File: src/rtl/dslot_pkg.sv
package dslot_pkg;
    localparam int unsigned SEQ_W = 16;
    localparam int unsigned PC_W  = 32;
    typedef logic [SEQ_W-1:0] seq_t;
    typedef logic [PC_W-1:0]  pc_t;
endpackage

File: src/rtl/dslot_flush.sv
module dslot_flush
    import dslot_pkg::*;
#(
    parameter int unsigned DEPTH = 4,
    localparam int unsigned CW = $clog2(DEPTH + 1)
) (
    input  seq_t [DEPTH-1:0] seq_i,
    input  logic [CW-1:0]    cnt_i,
    input  seq_t             bound_i,
    output logic [CW-1:0]    pop_o
);
    logic run;

    // count head entries younger than the bound; stop at the first survivor
    always_comb begin
        pop_o = '0;
        run   = 1'b1;
        for (int i = 0; i < DEPTH; i++) begin
            if (run && (CW'(i) < cnt_i) && (seq_i[i] > bound_i)) begin
                pop_o = pop_o + 1'b1;
            end else begin
                run = 1'b0;
            end
        end
    end
endmodule

File: src/rtl/dslot_scan.sv
module dslot_scan
    import dslot_pkg::*;
#(
    parameter int unsigned GRP_W      = 4,
    parameter int unsigned TID_W      = 1,
    parameter int unsigned INST_BYTES = 4
) (
    input  logic [TID_W-1:0]            dec_tid,
    input  logic [GRP_W-1:0]            vld_i,
    input  logic [GRP_W-1:0][TID_W-1:0] tid_i,
    input  logic [GRP_W-1:0]            pt_i,
    input  logic [GRP_W-1:0]            ctrl_i,
    input  logic [GRP_W-1:0]            cds_i,
    input  logic [GRP_W-1:0]            mis_i,
    input  seq_t [GRP_W-1:0]            seq_i,
    input  pc_t  [GRP_W-1:0]            npc_i,
    input  pc_t  [GRP_W-1:0]            nnpc_i,
    input  pc_t  [GRP_W-1:0]            tgt_i,
    input  logic                        pend_i,
    input  seq_t                        pseq_i,
    input  pc_t                         ptgt_i,
    input  logic                        ptk_i,
    output logic                        fire_o,
    output seq_t                        done_o,
    output seq_t                        bound_o,
    output pc_t                         tgt_o,
    output logic                        tk_o,
    output logic [GRP_W-1:0]            take_o,
    output logic                        err_o,
    output logic                        pend_o,
    output seq_t                        pseq_o,
    output pc_t                         ptgt_o,
    output logic                        ptk_o
);
    logic [GRP_W-1:0] taken_w;
    logic             stop;

    for (genvar g = 0; g < GRP_W; g++) begin : g_taken
        assign taken_w[g] = nnpc_i[g] != (npc_i[g] + PC_W'(INST_BYTES));
    end

    always_comb begin
        pend_o  = pend_i;
        pseq_o  = pseq_i;
        ptgt_o  = ptgt_i;
        ptk_o   = ptk_i;
        fire_o  = 1'b0;
        done_o  = '0;
        bound_o = '0;
        tgt_o   = '0;
        tk_o    = 1'b0;
        take_o  = '0;
        err_o   = 1'b0;
        stop    = 1'b0;
        for (int i = 0; i < GRP_W; i++) begin
            if (!stop && vld_i[i] && (tid_i[i] == dec_tid)) begin
                take_o[i] = 1'b1;
                if (pt_i[i] && !ctrl_i[i]) err_o = 1'b1;
                if (pend_o) begin
                    // delay slot forwarded: deferred squash fires now
                    fire_o  = 1'b1;
                    stop    = 1'b1;
                    pend_o  = 1'b0;
                    done_o  = pseq_o;
                    bound_o = pseq_o + 1'b1;
                    tgt_o   = ptgt_o;
                    tk_o    = ptk_o;
                end else if (ctrl_i[i] && mis_i[i]) begin
                    if (pt_i[i] && cds_i[i]) begin
                        fire_o  = 1'b1;
                        stop    = 1'b1;
                        done_o  = seq_i[i];
                        bound_o = seq_i[i];
                        tgt_o   = tgt_i[i];
                        tk_o    = taken_w[i];
                    end else begin
                        pend_o = 1'b1;
                        pseq_o = seq_i[i];
                        ptgt_o = tgt_i[i];
                        ptk_o  = taken_w[i];
                    end
                end
            end
        end
    end
endmodule

File: src/rtl/dslot_squash_ctrl.sv
module dslot_squash_ctrl
    import dslot_pkg::*;
#(
    parameter int unsigned GRP_W      = 4,
    parameter int unsigned NTHR       = 2,
    parameter int unsigned DQ_D       = 4,
    parameter int unsigned SB_D       = 4,
    parameter int unsigned INST_BYTES = 4,
    localparam int unsigned TID_W = (NTHR > 1) ? $clog2(NTHR) : 1,
    localparam int unsigned DQ_CW = $clog2(DQ_D + 1),
    localparam int unsigned SB_CW = $clog2(SB_D + 1)
) (
    input  logic                        clk,
    input  logic                        rst_n,
    input  logic [TID_W-1:0]            dec_tid,
    input  logic                        dec_blocked,
    input  logic [GRP_W-1:0]            grp_vld,
    input  logic [GRP_W-1:0][TID_W-1:0] grp_tid,
    input  logic [GRP_W-1:0]            grp_pt,
    input  logic [GRP_W-1:0]            grp_ctrl,
    input  logic [GRP_W-1:0]            grp_cds,
    input  logic [GRP_W-1:0]            grp_mis,
    input  logic [GRP_W-1:0][SEQ_W-1:0] grp_seq,
    input  logic [GRP_W-1:0][PC_W-1:0]  grp_npc,
    input  logic [GRP_W-1:0][PC_W-1:0]  grp_nnpc,
    input  logic [GRP_W-1:0][PC_W-1:0]  grp_tgt,
    input  logic [DQ_D-1:0][SEQ_W-1:0]  dq_seq,
    input  logic [DQ_CW-1:0]            dq_cnt,
    input  logic [SB_D-1:0][SEQ_W-1:0]  sb_seq,
    input  logic [SB_CW-1:0]            sb_cnt,
    output logic                        rd_valid,
    output logic [TID_W-1:0]            rd_tid,
    output logic [SEQ_W-1:0]            rd_done_seq,
    output logic [SEQ_W-1:0]            rd_bound_seq,
    output logic [PC_W-1:0]             rd_target,
    output logic                        rd_taken,
    output logic                        rd_unblock,
    output logic [GRP_W-1:0]            grp_kill,
    output logic [GRP_W-1:0]            grp_take,
    output logic [DQ_CW-1:0]            dq_pop,
    output logic [SB_CW-1:0]            sb_pop,
    output logic                        pred_err
);
    typedef struct packed {
        logic [NTHR-1:0]   pend;
        seq_t [NTHR-1:0]   bseq;
        pc_t  [NTHR-1:0]   btgt;
        logic [NTHR-1:0]   btk;
        logic              rv;
        logic [TID_W-1:0]  tid;
        seq_t              done;
        seq_t              bnd;
        pc_t               tgt;
        logic              tk;
        logic              ub;
        logic [GRP_W-1:0]  kill;
        logic [GRP_W-1:0]  take;
        logic [DQ_CW-1:0]  dqp;
        logic [SB_CW-1:0]  sbp;
        logic              err;
    } st_t;

    st_t st_d, st_q;

    logic             sc_fire, sc_tk, sc_err, sc_pend, sc_ptk;
    seq_t             sc_done, sc_bound, sc_pseq;
    pc_t              sc_tgt, sc_ptgt;
    logic [GRP_W-1:0] sc_take;
    logic [DQ_CW-1:0] dq_n;
    logic [SB_CW-1:0] sb_n;

    dslot_scan #(.GRP_W(GRP_W), .TID_W(TID_W), .INST_BYTES(INST_BYTES)) u_scan (
        .dec_tid (dec_tid),
        .vld_i   (grp_vld),
        .tid_i   (grp_tid),
        .pt_i    (grp_pt),
        .ctrl_i  (grp_ctrl),
        .cds_i   (grp_cds),
        .mis_i   (grp_mis),
        .seq_i   (grp_seq),
        .npc_i   (grp_npc),
        .nnpc_i  (grp_nnpc),
        .tgt_i   (grp_tgt),
        .pend_i  (st_q.pend[dec_tid]),
        .pseq_i  (st_q.bseq[dec_tid]),
        .ptgt_i  (st_q.btgt[dec_tid]),
        .ptk_i   (st_q.btk[dec_tid]),
        .fire_o  (sc_fire),
        .done_o  (sc_done),
        .bound_o (sc_bound),
        .tgt_o   (sc_tgt),
        .tk_o    (sc_tk),
        .take_o  (sc_take),
        .err_o   (sc_err),
        .pend_o  (sc_pend),
        .pseq_o  (sc_pseq),
        .ptgt_o  (sc_ptgt),
        .ptk_o   (sc_ptk)
    );

    dslot_flush #(.DEPTH(DQ_D)) u_dq_flush (
        .seq_i   (dq_seq),
        .cnt_i   (dq_cnt),
        .bound_i (sc_bound),
        .pop_o   (dq_n)
    );

    dslot_flush #(.DEPTH(SB_D)) u_sb_flush (
        .seq_i   (sb_seq),
        .cnt_i   (sb_cnt),
        .bound_i (sc_bound),
        .pop_o   (sb_n)
    );

    always_comb begin
        st_d                = st_q;
        st_d.pend[dec_tid]  = sc_pend;
        st_d.bseq[dec_tid]  = sc_pseq;
        st_d.btgt[dec_tid]  = sc_ptgt;
        st_d.btk[dec_tid]   = sc_ptk;
        st_d.rv             = sc_fire;
        st_d.tid            = sc_fire ? dec_tid : '0;
        st_d.done           = sc_done;
        st_d.bnd            = sc_bound;
        st_d.tgt            = sc_tgt;
        st_d.tk             = sc_tk;
        st_d.ub             = sc_fire & dec_blocked;
        for (int i = 0; i < GRP_W; i++) begin
            st_d.kill[i] = sc_fire && grp_vld[i] && (grp_tid[i] == dec_tid)
                           && (grp_seq[i] > sc_bound);
        end
        st_d.take           = sc_take;
        st_d.dqp            = sc_fire ? dq_n : '0;
        st_d.sbp            = sc_fire ? sb_n : '0;
        st_d.err            = sc_err;
    end

    always_ff @(posedge clk or negedge rst_n) begin
        if (!rst_n) st_q <= '0;
        else        st_q <= st_d;
    end

    assign rd_valid     = st_q.rv;
    assign rd_tid       = st_q.tid;
    assign rd_done_seq  = st_q.done;
    assign rd_bound_seq = st_q.bnd;
    assign rd_target    = st_q.tgt;
    assign rd_taken     = st_q.tk;
    assign rd_unblock   = st_q.ub;
    assign grp_kill     = st_q.kill;
    assign grp_take     = st_q.take;
    assign dq_pop       = st_q.dqp;
    assign sb_pop       = st_q.sbp;
    assign pred_err     = st_q.err;

    // a fired squash leaves its thread with nothing pending
    assert_pend_clear_R3: assert property (@(posedge clk) disable iff (!rst_n)
        rd_valid |-> !st_q.pend[rd_tid]);

    // boundary sits at the branch or exactly one past it
    assert_bound_span_R2: assert property (@(posedge clk) disable iff (!rst_n)
        rd_valid |-> ((rd_bound_seq == rd_done_seq) ||
                      (rd_bound_seq == rd_done_seq + 1'b1)));

    // kills and pops never appear without a redirect
    assert_kill_with_redirect_R5: assert property (@(posedge clk) disable iff (!rst_n)
        ((|grp_kill) || (|dq_pop) || (|sb_pop)) |-> rd_valid);

    // unblock only accompanies a squash taken while blocked
    assert_unblock_R9: assert property (@(posedge clk) disable iff (!rst_n)
        rd_unblock |-> (rd_valid && $past(dec_blocked)));

    // pop counts never exceed the occupancy seen with the group
    assert_pop_bound_R6: assert property (@(posedge clk) disable iff (!rst_n)
        rd_valid |-> ((dq_pop <= $past(dq_cnt)) && (sb_pop <= $past(sb_cnt))));
endmodule

File: config.mk
export PLATFORM = sky130hd
export DESIGN_NAME = dslot_squash_ctrl
export DESIGN_NICKNAME = d
export VERILOG_FILES = /design/src/rtl/dslot_pkg.sv /design/src/rtl/dslot_flush.sv /design/src/rtl/dslot_scan.sv /design/src/rtl/dslot_squash_ctrl.sv
export SDC_FILE = /design/constraint.sdc
export NUM_CORES = 1
export LEC_CHECK = 0
export ABC_AREA = 0
export BUFFER_PORTS_ARGS = -buffer_cell sky130_fd_sc_hd__buf_4
export CORE_AREA = 3 3 270 272
export CTS_BUF_LIST = sky130_fd_sc_hd__clkbuf_2
export DETAILED_ROUTE_END_ITERATION = 16
export DIE_AREA = 0 0 273 275
export PLACE_DENSITY = 0.51
export SLEW_MARGIN = 0
export SYNTH_ARGS = -nofsm -noshare
export SYNTH_HDL_FRONTEND = slang
export SYNTH_SLANG_ARGS = --single-unit
File: constraint.sdc
create_clock -name clk -period 20.8 [get_ports clk]
set_clock_uncertainty 0.1 [all_clocks]
set_input_delay 2.08 -clock clk [delete_from_list [all_inputs] [get_ports clk]]
set_output_delay 2.08 -clock clk [all_outputs]
set_load 0.03 [all_outputs]
==> summary.txt, run 1 <==
Clock tree
  – Post-CTS setup buffer count: 0
  – CTS Buf Count: 17
  – Clock Latency Late Sink: 1.08 ns
  – Worst-path clk slew: about 0.28 ns
  – CTS tree: yes
  – H-tree depth: 4
  – PostCTS Resize Cnt: 0
  – Clock root cell: clkbuf_2
  – Clock Path Buffers: 2
  – Clk sinks: 183
  – Hold_buf cts: 0

Detailed routing
  – Vias per inst: roughly 5.7
  – Drt wl/cell: 23.5 um
  – Post-Route WL: 109000 um
  – Vias: between 20000 and 30000
  – Drt drc: 0
  – Initial DRT Pass Iterations: 6
  – Antenna-violating nets left: 0
  – DRT iter0 DRCs: 2313

Logic synthesis
  – Cells after Synth: 3165
  – Top cell type's share of synthesized area: 0.194
  – Post-synth ARST share: 1.00
  – EDFF count, synth: 0
  – Netlist cell types: ~100
  – Synth cell count leaders: 429 x nor2_1, 310 x a21oi_1, 221 x nand2_1
  – Largest area contributor in the netlist: dfrtp_1
  – Post-Synthesis Net Count: 3981
  – Sequential area share after synthesis: 0.194
  – Yosys Warn Count: 0
  – Post-Syn Area: 23600 um2
  – Seq cells post-synth: 183
  – Top_reg_cell synth: dfrtp_1
  – Area contributors post-synth: dfrtp_1 19%, ha_1 11%, nor2_1 6.8%
  – Syn Area/Cell: between 7 and 8 um2
  – Count leader, synth: nor2_1

Finish
  – Post-Layout Inst Area: 29400 um2
  – Nets: 4481
  – Synth-to-layout area growth: 24.6%
  – Layout Cells excl Fill: 4642
  – Layout cells sized above 1: 0.227

Power
  – P_int: between 1000 and 1500 uW
  – Peak supply drop: approximately 38 uV
  – Clock power share: 0.097
  – Sequential Power Share: 0.220
  – Power density cells: 79.1 nW/um2
  – Total Power: 2330 uW
  – LEAKAGE: 0.0128 uW
  – Switching part of the total: 0.510
  – Psw: 1190 uW
  – Comb pwr share: 0.683

Placed design
  – IO buf count: 692
  – Placed cell count: 4596
  – Routability congestion estimate: 0.942
  – DP HPWL: between 80000 and 90000 um
  – Placed inst area: 29100 um2

Timing
  – Endpoints failing hold: 0
  – Setup TNS: 0 ns
  – Peak Freq: 0.0966 GHz
  – Final Cycle Share: 0.498
  – RSZ-0062 raised after global routing: false
  – Final setup fails: 0
  – Final Hold Slack: between 0.4 and 0.5 ns
  – Relative slew slack: 0.200
  – Fin crit period: 10.36 ns
  – Max Slew Vio Count: 0
  – Worst-Margin Slew: 1.17 ns

Setup path
  – CP max FO: 86
  – Crit end category: flip-flop
  – Critical path's largest stage delay: approximately 1.1 ns
  – CP max-delay cell: inv_1
  – Crit path top cell by count: o21a_1
  – Kind of critical path: in2reg
  – Critical path arrival: 11.24 ns
  – Crit path required time: 21.68 ns
  – Crit path launch type: input pin

Job
  – Max Cap Viol: 0

Global route
  – Number of global-route vias before repair: 25092
  – Initial antenna violation count: 12
  – Grt ovf: 0
  – First-pass GRT wire length: 160000 um
  – Total GRT Usage: 0.280
  – Pin count of the biggest net entering global routing: 95

Min path
  – Worst min-delay path category: reg2reg

Die
  – Die ar.: 75100 um2
  – IO Count: 693
  – Initial core utilization: 0.332
  – Core area: 71000 um2
  – Die W: 273 um
  – Placement Rows: 98
  – Die height: 275 um

Outcome
  – Status: completed
==> worst max-delay path: cells and delay by family <==
kind	cells	cell delay, ns
and+or+nand+nor	6	2.20
muxes	1	0.66
xor gates and xnor gates	2	0.36
adders and majority gates	3	0.84
AOI/OAI and AO/OA	15	2.44
buffers and inverters	4	2.58
==> final cells by class <==
cell class,count,area [um2]
clock inverter,15,208
antenna,14,35.0
multi-input combinational,2684,17600
tap,950,1190
timing repair buffer,730,5490
inverter,49,185
fill,7485,41600
clock buffer,17,85.1
sequential,183,4580
==> path summary, 6_finish.rpt <==
| kind | start | endpoint | slack, ns | depth (start not counted) |
|---|---|---|---|---|
| worst max-delay path | dec_tid | sb_pop[2] | 10.44 | 31 |
| worst min-delay path | st_q[84] | st_q[84] | 0.45 | 1 |
| worst max register to register | st_q[181] | sb_pop[2] | 11.57 | 30 |
| worst min register to register | st_q[84] | st_q[84] | 0.45 | 1 |
| max in group asynchronous | rst_n | rd_bound_seq[4] | 18.46 | 2 |
| min in group asynchronous | rst_n | rd_target[6] | 0.83 | 1 |
==> cells in the final DEF, fill, tap and decap left out, drive strengths merged, types with 18 or more instances in the layout <==
cell    count
nor4       46
mux2       18
mux2i      81
clkbuf     18
and2       19
nand2b     26
ha        206
xnor2     136
o21ai     215
nor3       63
nor2      429
o211ai     19
and3       27
nand4      78
buf       729
a21o       69
a221oi     19
inv        54
nor2b      42
a21oi     311
nand3     132
o221ai     38
a31oi      95
xor2       72
a211oi     57
dfrtp     183
o21a       40
a22oi      18
nand2     222
and4       21
==> through the flow <==
stage,worst slack [ns],utilization
4_1_cts,10.67,0.414
6_report,10.44,0.414
3_3_place_gp,9.67,0.410
3_5_place_dp,9.45,0.410
5_1_grt,9.93,0.414
2_1_floorplan,11.98,-
==> power by group through the flow <==
| stage | logic, uW | registers (uW) | clock network, uW |
|---|---|---|---|
| finish | 1590 | 512 | 225 |
| global route | 1750 | 525 | 254 |
| CTS | 1570 | 513 | 239 |
| detailed placement | 1560 | 520 | 0 |
| global placement | 1560 | 518 | 0 |
| floorplan | 1070 | 507 | 0 |
==> metal layers <==
metal | up-vias | share of wire | global-route usage
met1 | 12617 | 0.42 | 0.364
met3 | 134 | 0.075 | 0.0508
met2 | 1097 | 0.47 | 0.469
li1 | 12726 | - | -
met5 | - | 0.00018 | 0
met4 | 2 | 0.028 | 0.0875
==> state kept, by name (all words and copies together), names as in the netlist <==
name,flops
sb_pop,3
grp_take,4
rd_bound_seq,16
pred_err,1
rd_tid,1
rd_unblock,1
st_q,100
rd_done_seq,16
rd_valid,1
grp_kill,4
rd_taken,1
dq_pop,3
rd_target,32
==> logic make-up after synthesis <==
family	after synthesis	synth area share
AO/OA/AOI/OAI	993	0.266
AND/OR/NAND/NOR	1177	0.244
buffers and inverters	298	0.0627
adder cells (fa/ha/maj)	206	0.109
multiplexers	100	0.0444
XOR/XNOR	208	0.0788
flip-flops	183	0.194
Note: power is estimated with default switching activity, not from simulation.
==> run 2: changes to the inputs <==
==> constraint.sdc (replaced) <==
create_clock -name clk -period 9.65 [get_ports clk]
set_clock_uncertainty 0.1 [all_clocks]
set_input_delay 0.965 -clock clk [delete_from_list [all_inputs] [get_ports clk]]
set_output_delay 0.965 -clock clk [all_outputs]
set_load 0.03 [all_outputs]
==> summary.txt, run 2 (synthesis gave the netlist of run 1 again) <==
Finish
  – Nets: 4532 (was 4481)
  – Synth-to-layout area growth: 26.6% (was 24.6%)
  – Number of flip-flops in the largest register: 100 (unchanged)
  – Layout cells sized above 1: 0.227 (about the same)
  – Most flops, register: st_q (unchanged)
  – Post-Layout Inst Area: 29900 um2 (was 29400 um2)
  – Layout Cells excl Fill: 4685 (was 4642)
  – Most common cell after layout, fill and taps aside: buf_4 (unchanged)
  – Filler Cell Count: 7356 (was 7485)
  – Commonest cells after routing, fill and taps aside: 738 x buf_4, 426 x nor2_1, 310 x a21oi_1 (was 728 x buf_4, 426 x nor2_1, 310 x a21oi_1)
  – Core Util, Final: 0.421 (was 0.414)

Setup path
  – Critical path arrival: 8.47 ns (was 11.24 ns)
  – CP max FO: 22 (was 86)
  – Critical Path Stages: 28 (was 31)
  – Crit path top cell by count: ha_1 (was o21a_1)
  – Buf+Inv Stages, Crit Path: 2 (was 4)
  – Crit path required time: 10.45 ns (was 21.68 ns)
  – Crit path launch type: flip-flop (was input pin)
  – CP max-delay cell: o211a_1 (was inv_1)
  – Delay-heaviest family, CP: compound AO/OA/AOI/OAI gates (was buffers and inverters)
  – R2R cell count: 28 (was 30)
  – Critical path's largest stage delay: 0.69 ns (was 1.10 ns)
  – Kind of critical path: reg2reg (was in2reg)
  – Crit end category: flip-flop (unchanged)
  – FF-to-FF setup slack: 1.98 ns (was 11.57 ns)

Detailed routing
  – Drt wl/cell: 24.0 um (was 23.5 um)
  – Post-Route WL: 112000 um (was 109000 um)
  – Vias per inst: 5.77 (was 5.73)
  – Drt drc: 0 (unchanged)
  – Vias: 27051 (was 26576)
  – Initial DRT Pass Iterations: 7 (was 6)
  – DRT iter0 DRCs: 2330 (was 2313)
  – Antenna-violating nets left: 0 (unchanged)

Timing
  – Worst-Margin Slew: 1.11 ns (was 1.17 ns)
  – Relative slew slack: 0.257 (was 0.200)
  – Setup TNS: 0 ns (unchanged)
  – Final Cycle Share: 0.795
  – Max Slew Vio Count: 0 (unchanged)
  – Peak Freq: ~0.13 GHz
  – Final setup fails: 0 (unchanged)
  – Fin crit period: 7.67 ns
  – Endpoints failing hold: 0 (unchanged)
  – RSZ-0062 raised after global routing: false (unchanged)

Global route
  – First-pass GRT wire length: 164000 um (was 160000 um)
  – Number of global-route vias before repair: 25883 (was 25092)
  – Total GRT Usage: 0.288 (was 0.280)
  – Grt ovf: 0 (unchanged)
  – Pin count of the biggest net entering global routing: 160 (was 95)
  – Initial antenna violation count: 9 (was 12)

Min path
  – Worst min-delay path category: in2reg (was reg2reg)
  – Hold path depth: 3 (was 1)

Clock tree
  – CTS Buf Count: 17 (unchanged)
  – Clk sinks: 183 (unchanged)
  – CTS tree: yes (unchanged)
  – Worst-path clk slew: 0.35 ns (was 0.28 ns)
  – Clock Path Buffers: 2 (unchanged)
  – Post-CTS setup buffer count: 0 (unchanged)
  – Clock root cell: clkbuf_2 (unchanged)
  – H-tree depth: 4 (unchanged)
  – Clock Latency Late Sink: 1.05 ns (was 1.08 ns)

Die
  – IO Count: 693 (unchanged)
  – Die ar.: 75100 um2 (unchanged)
  – Core area: 71000 um2 (unchanged)
  – Placement Rows: 98 (unchanged)
  – Initial core utilization: 0.332 (unchanged)
  – Die height: 275 um (unchanged)
  – Die W: 273 um (unchanged)

Power
  – Power density cells: 170 nW/um2 (was 79.1 nW/um2)
  – Peak supply drop: 66.5 uV (was 38.4 uV)
  – LEAKAGE: 0.0130 uW (was 0.0128 uW)

Placed design
  – Placed inst area: 29200 um2 (was 29100 um2)
  – IO buf count: 692 (unchanged)
  – Routability congestion estimate: 0.960 (was 0.942)
  – DP HPWL: 88300 um (was 86300 um)
  – Placed cell count: 4607 (was 4596)

Job
  – Max Cap Viol: 0 (unchanged)

Outcome
  – Status: completed (unchanged)
==> run 2: cell types whose count changed in the layout (fill, tap and decap cells not counted), sizes merged <==
cell / before / now
diode: 14 / 6
inv: 54 / 52
dlygate4sd3: 0 / 40
buf: 729 / 740
clkinv: 7 / 10
clkinvlp: 1 / 0
==> run 2: final cells by class <==
| type | count | area, um2 | share of cell area |
|---|---|---|---|
| multi-input combinational | 2684 | 17600 | 0.590 |
| clock inverter | 15 | 191 | 0.00641 |
| timing repair buffer | 781 | 5990 | 0.200 |
| tap | 950 | 1190 | 0.0398 |
| antenna | 6 | 15.0 | 0.000503 |
| inverter | 49 | 185 | 0.00620 |
| clock buffer | 17 | 85.1 | 0.00285 |
| sequential | 183 | 4580 | 0.153 |
==> run 2: metal layers <==
metal  global-route usage  vias to the layer above  share of wire  wire, um
met2                0.495                     1227           0.48     53700
li1                     -                    12818              -         -
met3               0.0541                      182          0.075      8470
met5                    0                        -        0.00022        25
met1                0.364                    12820           0.42     46700
met4               0.0909                        4          0.031      3490
==> run 2: worst reg2reg max path: cells and delay by family (launching register included) <==
| kind | cells | cell delay, ns |
|---|---|---|
| DFF | 1 | 0.48 |
| and+or+nand+nor | 9 | 2.45 |
| buffers and inverters | 2 | 0.22 |
| muxes | 1 | 0.17 |
| AOI/OAI and AO/OA | 9 | 2.63 |
| adders and majority gates | 4 | 0.94 |
| xor gates and xnor gates | 3 | 0.59 |
==> run 2: final timing paths <==
check                       startpoint       endpoint
min                        grp_tgt[88]  rd_target[24]
min reg2reg                  st_q[143]      st_q[143]
max                          st_q[182]      sb_pop[2]
max in group asynchronous        rst_n  rd_target[29]
min in group asynchronous        rst_n      st_q[121]
max reg2reg                  st_q[182]      sb_pop[2]
==> run 2: report_power, final <==
part	internal [uW]	switching (uW)	total, uW
sequential	992	117	1110
combinational	1360	2130	3480
clock	132	343	476
total	2480	2590	5070
==> run 2: metrics by stage <==
step	worst slack [ns]	power (uW)	hold WS, ns
global placement	1.35	4540	0.398
finish	1.98	5070	0.166
detailed placement	1.20	4530	0.404
floorplan	1.95	3400	0.374
CTS	2.01	5050	0.00127
global route	1.48	5480	0.0246
==> run 2: timing repair <==
item | CTS | global route
hold buffers | 40 | 0
hold endpoints to repair | 111 | 0
resized for setup | 0 | 0
